`src/rtl/ca_prng_pkg.sv`:
```
package ca_prng_pkg;

  typedef enum logic {
    RULE_90  = 1'b0,
    RULE_150 = 1'b1
  } rule_kind_e;

  function automatic rule_kind_e kind_of(input logic sel);
    return sel ? RULE_150 : RULE_90;
  endfunction

endpackage

```
`src/rtl/ca_reset_sync.sv`:
```
module ca_reset_sync (
  input  logic clk,
  input  logic rst_n,
  output logic rst_sync_n
);

  logic [1:0] sync_q;

  always_ff @(posedge clk or negedge rst_n) begin
    if (!rst_n) begin
      sync_q <= 2'b00;
    end else begin
      sync_q <= {sync_q[0], 1'b1};
    end
  end

  assign rst_sync_n = sync_q[1];

endmodule

```
`src/rtl/ca_seed_guard.sv`:
```
module ca_seed_guard #(
  parameter int unsigned       W            = 4,
  parameter logic [W-1:0]      DEFAULT_SEED = {{(W-1){1'b0}}, 1'b1}
) (
  input  logic [W-1:0] seed_i,
  output logic [W-1:0] seed_o
);

  logic seed_is_zero;

  always_comb begin
    seed_is_zero = (seed_i == '0);
    seed_o       = seed_is_zero ? DEFAULT_SEED : seed_i;
  end

endmodule

```
`src/rtl/ca_cell.sv`:
```
module ca_cell
  import ca_prng_pkg::*;
#(
  parameter rule_kind_e KIND = RULE_90
) (
  input  logic west_i,
  input  logic self_i,
  input  logic east_i,
  output logic next_o
);

  logic pair_x;

  always_comb begin
    pair_x = west_i ^ east_i;
  end

  generate
    if (KIND == RULE_150) begin : g_r150
      assign next_o = pair_x ^ self_i;
    end else begin : g_r90
      assign next_o = pair_x;
    end
  endgenerate

endmodule

```
`src/rtl/ca_hybrid_prng.sv`:
```
module ca_hybrid_prng
  import ca_prng_pkg::*;
#(
  parameter int unsigned  W            = 4,
  parameter logic [W-1:0] RULE_VEC     = 4'b1011,
  parameter logic [W-1:0] DEFAULT_SEED = {{(W-1){1'b0}}, 1'b1}
) (
  input  logic         clk,
  input  logic         rst_n,
  input  logic         load_i,
  input  logic [W-1:0] seed_i,
  input  logic         adv_i,
  output logic [W-1:0] state_o
);

  localparam int unsigned LAST = W - 1;

  logic         rst_sync_n;
  logic [W-1:0] state_q;
  logic [W-1:0] state_d;
  logic [W-1:0] step_val;
  logic [W-1:0] clean_seed;
  logic [W+1:0] padded;
  logic         state_en;

  ca_reset_sync i_rst_sync (
    .clk        (clk),
    .rst_n      (rst_n),
    .rst_sync_n (rst_sync_n)
  );

  ca_seed_guard #(
    .W            (W),
    .DEFAULT_SEED (DEFAULT_SEED)
  ) i_seed_guard (
    .seed_i (seed_i),
    .seed_o (clean_seed)
  );

  // Null boundary: one zero pad cell on each side of the row.
  assign padded = {1'b0, state_q, 1'b0};

  generate
    for (genvar i = 0; i < W; i++) begin : g_site
      ca_cell #(
        .KIND (kind_of(RULE_VEC[i]))
      ) i_cell (
        .west_i (padded[i+2]),
        .self_i (padded[i+1]),
        .east_i (padded[i]),
        .next_o (step_val[i])
      );
    end
  endgenerate

  always_comb begin
    state_en = load_i | adv_i;
    state_d  = state_q;
    if (load_i) begin
      state_d = clean_seed;
    end else if (adv_i) begin
      state_d = step_val;
    end
  end

  always_ff @(posedge clk or negedge rst_sync_n) begin
    if (!rst_sync_n) begin
      state_q <= DEFAULT_SEED;
    end else if (state_en) begin
      state_q <= state_d;
    end
  end

  assign state_o = state_q;

  AST_LOAD_VALUE: assert property (@(posedge clk) disable iff (!rst_sync_n)
    (load_i && (seed_i != '0)) |=> (state_o == $past(seed_i)));

  AST_ZERO_SEED: assert property (@(posedge clk) disable iff (!rst_sync_n)
    (load_i && (seed_i == '0)) |=> (state_o == DEFAULT_SEED) && (state_o != '0));

  AST_LOAD_PRIORITY: assert property (@(posedge clk) disable iff (!rst_sync_n)
    (load_i && adv_i && (seed_i != '0)) |=> (state_o == $past(seed_i)));

  AST_HOLD: assert property (@(posedge clk) disable iff (!rst_sync_n)
    (!load_i && !adv_i) |=> $stable(state_o));

  AST_TOP_BOUNDARY: assert property (@(posedge clk) disable iff (!rst_sync_n)
    (!load_i && adv_i && !RULE_VEC[LAST]) |=> (state_o[LAST] == $past(state_o[LAST-1])));

endmodule

```
`config.mk`:
```
export PLATFORM = sky130hd
export DESIGN_NAME = ca_hybrid_prng
export DESIGN_NICKNAME = d
export VERILOG_FILES = /design/src/rtl/ca_prng_pkg.sv /design/src/rtl/ca_reset_sync.sv /design/src/rtl/ca_seed_guard.sv /design/src/rtl/ca_cell.sv /design/src/rtl/ca_hybrid_prng.sv
export SDC_FILE = /design/constraint.sdc
export NUM_CORES = 1
export LEC_CHECK = 0
export ABC_AREA = 1
export BUFFER_PORTS_ARGS = -buffer_cell sky130_fd_sc_hd__buf_4
export CAP_MARGIN = 20
export CORE_AREA = 8 8 45 47
export CTS_BUF_LIST = sky130_fd_sc_hd__clkbuf_16
export DETAILED_ROUTE_END_ITERATION = 8
export DIE_AREA = 0 0 53 55
export PLACE_DENSITY_LB_ADDON = 0.05
export SLEW_MARGIN = 5
export SYNTH_ARGS = -nofsm -noshare
export SYNTH_HDL_FRONTEND = slang
export SYNTH_HIERARCHICAL = 1
export SYNTH_SLANG_ARGS = --single-unit
export TNS_END_PERCENT = 100
```
`constraint.sdc`:
```
create_clock -name clk -period 0.8 [get_ports clk]
set_input_delay 0.12 -clock clk [delete_from_list [all_inputs] [get_ports clk]]
set_output_delay 0.12 -clock clk [all_outputs]
set_load 0.02 [all_outputs]
```
==> results.toml, run 1 <==
[layout]
diodes = 0
regArea_sq_um = 155
area_growth_syn_to_layout_pct = 88.1
drive_gt1_share_pct = 39.8
final_cells = 109
fin_area_sq_um = 734
nFillCells = 153
finalNetCount = 102
fin_util_pct = 53.1
multi_input_area_sq_um = 211

[worst_setup_path]
crit_type = "reg2out"
crit_start = "state_o[0]"
r2r-end = "state_o[1]"
worstPathArrival_ns = 0.99
r2r_slack_ns = -0.29
r2r_start = "state_o[0]"
crit_fanout = 5
required_ns = 0.68
cp-end-kind = "primary output"
endpoint = "state_o[0]"
reg2regPathDepth = 7
worstSetupStartpointType = "flop"

[die]
start_util_pct = 28.2
core_area_sq_um = 1380
io_pins = 12
die_y_microns = 55
die_x_microns = 53
dieArea_sq_um = 2920
rows = 14

[detailed_routing]
final_antenna_net_count = 0
firstDrtPassIters = 4
drcViolationCount = 0
drt_iter0_drc = 8
num_vias = 454
wl_microns = 1060
routed_via_density = 4.17
wl_per_cell_microns = 9.68

[sta]
skew_ns = 0.00276
fmax_mhz = 903
setup_viol = 8
postLayoutSetupSlackWorst_ns = -0.308
hold_viol = 0
period_share_pct = 138
fin_setup_tns_ns = -1.72
rsz0062_at_grt = "yes"
slew_viol_final = 0
period_needed_ns = 1.11

[logic_synthesis]
synthXorXnorAreaFrac_pct = 0
synth.area.mux_share_pct = 0
synth.distinct_cells = 8
synthTopCellsByCount = "nand2_1, inv_1, nand3_1, dfrtp_1, clkbuf_1"
synthSimpleGateAreaFrac_pct = 42.9
synth_area_leaders = "dfrtp_1, nand2_1, nand3_1"
yosysSeqAreaShare_pct = 38.8
synth_edf_count = 0
ys_seq_elements = 6
async_flop_share_pct = 100
synth_top_area_share_pct = 32.1
netlist_area_sq_um = 390
synth.most_common_cell = "nand2_1"
syn_area_per_cell_sq_um = 5.91
syn_inst = 66
synth_top_family_by_area = "simple AND/OR/NAND/NOR gates"
synth_top_cell_by_area = "dfrtp_1"
synthAdderAreaFrac_pct = 0
yosysWarnings = 6
synthFlopType = "dfrtp_1"
synth_compound_area_share_pct = 0

[place]
place_area_sq_um = 534
dp.cells = 98
dp_hpwl_microns = 712
numPortBuffers = 11
place_congestion = 0.663
post-place-ws_ns = -0.271

[clock_network]
cts_buffer_depth = 2
h-tree-depth = 1
cts_made_buffers = 3
clkSinkCount = 6
root_buffer = "clkbuf_16"
clkLatencyLatePin_ns = 0.23
cts_tree = "yes"
path_clk_slew_ns = 0.03

[global_routing]
antenna_found_initial = 0
grtUsageTotal_pct = 7.96
grt_max_degree = 7
grt_pass1_wl_microns = 1660
grt_overflow_total = 0
grt_pass1_vias = 429

[outcome]
violations = "negative setup slack"
status = "finished, violations left"

[pwr]
vdd.ir_drop.worst_v = 0.00136
powerDensity_nw_per_um2 = 2240
p_leak_nw = 0.416

[min_path]
hold_path_class = "reg2async"

[job]
drv_cap = 0
per-layer routing:
metal  GRT usage, %  wire [microns]  vias up
li1               -               -      239
met1           7.23             386      203
met4           5.17              10        0
met5              0               0        -
met2           14.5             603       10
met3           3.21              55        2
area by class of cell:
type	instances	area share, %
repair buffers	23	29.5
multi-input cells	46	28.8
flip-flops and latches	6	21.1
clock buffers	3	10.2
inverters	14	7.16
well taps	16	2.73
clock inverters	1	0.511
per-stage QoR:
step / hold slack (ns) / power, W
floorplan: -0.176 / 0.000550
global placement: -0.0961 / 0.000700
detailed placement: -0.0954 / 0.000699
CTS: 0.0620 / 0.00164
global route: 0.0638 / 0.00174
finish: 0.0551 / 0.00164
placed cells by master (no fill, tap or decap):
master / netlist / routed
buf_4: 0 / 11
buf_6: 0 / 11
clkbuf_16: 0 / 3
conb_1: 2 / 5
dfrtp_1: 5 / 2
dfrtp_2: 0 / 3
dfstp_2: 1 / 1
dlygate4sd3_1: 0 / 1
inv_1: 14 / 14
inv_2: 0 / 1
nand2_1: 28 / 24
nand2_2: 0 / 4
nand3_1: 11 / 8
nand3_2: 0 / 3
nor2_1: 2 / 2
state kept, by name, indices dropped and copies added (netlist names):
signal             count
state_o                4
i_rst_sync/sync_q      2
cell families after synthesis:
family                 after synthesis
DFF                                  6
and+or+nand+nor                     41
buffers and inverters               17
other                                2
critical path, cell delays in order (launching register included):
cell and delay [ns]:
dfstp_2 0.56, buf_6 0.10, buf_6 0.10
worst min path at each step:
stage                          from              endpoint  slack (ns)  cells after the start
3_5_place_dp                  rst_n  i_rst_sync/sync_q[1]        -0.1                      1
6_report       i_rst_sync/sync_q[1]            state_o[1]        0.06                      0
5_1_grt        i_rst_sync/sync_q[1]            state_o[1]        0.06                      0
3_3_place_gp                  rst_n  i_rst_sync/sync_q[1]        -0.1                      1
2_1_floorplan                 rst_n  i_rst_sync/sync_q[0]       -0.18                      0
4_1_cts        i_rst_sync/sync_q[1]            state_o[1]        0.06                      0
timing repair:
item,CTS,global route
gates resized for setup,15,4
pin swaps,8,7
setup endpoints to repair,8,8
buffers inserted,6,0
hold buffers,1,0
hold endpoints to repair,2,0
report_power, final:
part / internal, W / total [W] / leakage (nW) / switching [W]
combinational: 0.000252 / 0.000455 / 0.307 / 0.000204
sequential: 0.000345 / 0.000384 / 0.0669 / 0.0000387
clock: 0.000647 / 0.000805 / 0.0423 / 0.000158
total: 0.00124 / 0.00164 / 0.416 / 0.000401
Note: power is estimated with default switching activity, not from simulation.
==> run 2, diff against run 1 <==
--- a/config.mk
+++ b/config.mk
@@ -5,7 +5,6 @@
 export SDC_FILE = /design/constraint.sdc
 export NUM_CORES = 1
 export LEC_CHECK = 0
-export ABC_AREA = 1
 export BUFFER_PORTS_ARGS = -buffer_cell sky130_fd_sc_hd__buf_4
 export CAP_MARGIN = 20
 export CORE_AREA = 8 8 45 47
==> run 2 against run 1 <==
The run still ends with negative setup slack left. Count of clock-buffer cells in the layout unchanged. Sequential share of layout area up 4.3 points. Flip-flop and latch count did not move. Clock skew shrank 0.00065 ns. Synthesized area decreased by 11%. Die area unchanged. Highest routed layer is now met3. Cell count fell by 39%. Wire length shrank 36%. Cell area down 17%. Largest cell class unchanged.
==> results.toml, run 2 <==
[logic_synthesis]
synthFlopType = "dfrtp_1"
synth.most_common_cell = "dfrtp_1"
yosysSeqAreaShare_pct = 43.5
synth_top_area_share_pct = 36.0
syn_area_per_cell_sq_um = 11.6
synth.distinct_cells = 12
syn_inst = 30
yosysWarnings = 6
synth_area_leaders = "dfrtp_1, xor3_1, mux2i_1"
async_flop_share_pct = 100
ys_seq_elements = 6
synthTopCellsByCount = "dfrtp_1, mux2i_1, nand2_1, o21ai_1"
synth_top_cell_by_area = "dfrtp_1"
netlist_area_sq_um = 348
synth_edf_count = 0

[die]
dieArea_sq_um = 2920
rows = 14
start_util_pct = 25.1
core_area_sq_um = 1380
die_y_microns = 55
io_pins = 12
die_x_microns = 53

[detailed_routing]
num_vias = 261
drt_iter0_drc = 1
drcViolationCount = 0
wl_microns = 678
routed_via_density = 3.90
wl_per_cell_microns = 10.1
final_antenna_net_count = 0
firstDrtPassIters = 4

[clock_network]
cts_tree = "yes"
cts_buffer_depth = 2
root_buffer = "clkbuf_16"
clkSinkCount = 6
h-tree-depth = 1
clkLatencyLatePin_ns = 0.23
cts_made_buffers = 3
path_clk_slew_ns = 0.04

[worst_setup_path]
r2r_slack_ns = -0.33
required_ns = 0.95
critical-path-slowest-cell = "dfstp_2"
critPathTopFamily = "flip-flops"
crit_fanout = 3
r2r_start = "state_o[0]"
cp-end-kind = "flop"
cp.depth = 3
worstSetupStartpointType = "flop"
crit_type = "reg2reg"
worstPathArrival_ns = 1.29
reg2regPathDepth = 3
cpPeakStageDelay_ns = 0.55
r2r-end = "state_o[0]"
crit_buf_inv = 0
crit_chain = "xor3_1 > mux2i_1 > o21ai_1"

[layout]
diodes = 0
nFillCells = 137
area_growth_syn_to_layout_pct = 75.5
regArea_sq_um = 155
mostFrequentLayoutCell = "buf_4"
final_cell_mix = "buf_4, buf_6, mux2i_1, nand2_1, o21ai_1"
drive_gt1_share_pct = 51.0
multi_input_area_sq_um = 178
finalNetCount = 60
fin_util_pct = 44.1
largest_reg_flops = 4

[place]
post-place-ws_ns = -0.410
numPortBuffers = 11
place_congestion = 0.685
dp_hpwl_microns = 531

[pwr]
p_leak_nw = 0.313
vdd.ir_drop.worst_v = 0.00182
powerDensity_nw_per_um2 = 2870

[global_routing]
antenna_found_initial = 0
grtUsageTotal_pct = 4.95
grt_overflow_total = 0
grt_pass1_vias = 262
grt_pass1_wl_microns = 1000
grt_max_degree = 9

[sta]
postLayoutSetupSlackWorst_ns = -0.334
skew_ns = 0.00211
slew_viol_final = 0
period_needed_ns = 1.13
setup_viol = 8
rsz0062_at_grt = "yes"
hold_viol = 0
fin_setup_tns_ns = -2.09
period_share_pct = 142
fmax_mhz = 881

[outcome]
status = "finished, violations left"
violations = "negative setup slack"

[min_path]
hold_path_class = "reg2async"

[job]
drv_cap = 0
==> run 2: cell count changes after synthesis, sizes merged <==
cell   change
nand3     -11
o21ai      +4
nor2       -2
nor3       +1
nand2     -24
mux2i      +4
xor2       +1
inv       -14
or2        +1
buf        +1
xor3       +3
==> run 2: worst max path at each step <==
stage                          start          to
after floorplan           state_o[1]  state_o[1]
after global placement    state_o[0]  state_o[0]
after detailed placement  state_o[0]  state_o[0]
after CTS                 state_o[1]  state_o[1]
after global routing      state_o[0]  state_o[1]
final                     state_o[0]  state_o[0]
==> run 2: area by class of cell <==
cell class                      count  area share (%)
Multi-Input combinational cell     21            29.1
Clock inverter                      1           0.615
Timing Repair Buffer               20            29.3
Clock buffer                        3            12.3
Sequential cell                     6            25.4
Tap cell                           16            3.28
==> run 2: what timing repair did <==
item | CTS | global route
setup endpoints to repair | 8 | 8
hold buffers | 1 | 0
resized for setup | 7 | 0
pin swaps | 2 | 1
setup buffers | 2 | 3
endpoints found under the hold margin | 2 | 0
==> run 2: cell families (layout without fill, tap and decap cells) <==
logic type                count (synthesis)  count (layout)  synth area share (%)
xor gates and xnor gates                  4               4                  23.0
and+or+nand+nor                           6               6                  7.55
AOI/OAI and AO/OA                         4               4                  5.76
other                                     2               3                  2.16
DFF                                       6               6                  43.5
buffers and inverters                     4              24                  6.47
muxes                                     4               4                  11.5
==> run 2: worst register-to-register path: stages (launching register included) <==
cell	delay, ns
dfstp_2	0.55
xor3_1	0.30
mux2i_1	0.14
o21ai_1	0.07
==> run 2: where the power goes <==
group	total (W)	internal (W)	switching (W)
registers	0.000407	0.000361	0.0000459
clock network	0.000816	0.000648	0.000168
logic	0.000530	0.000353	0.000177
total	0.00175	0.00136	0.000390
==> run 2: per-layer routing <==
metal,GRT usage [%],wire length [microns]
met2,6.64,291
met5,0,0
met1,5.11,319
met3,3.74,66
met4,3.88,0
==> run 2: metrics by stage <==
step / instance area (sq um) / power, W / instances / hold WS (ns)
floorplan: 355 / 0.000678 / 31 / -0.176
global placement: 458 / 0.000830 / 57 / -0.0977
detailed placement: 458 / 0.000836 / 57 / -0.0972
CTS: 588 / 0.00173 / 64 / 0.0602
global route: 611 / 0.00182 / 67 / 0.0723
finish: 611 / 0.00175 / 67 / 0.0526
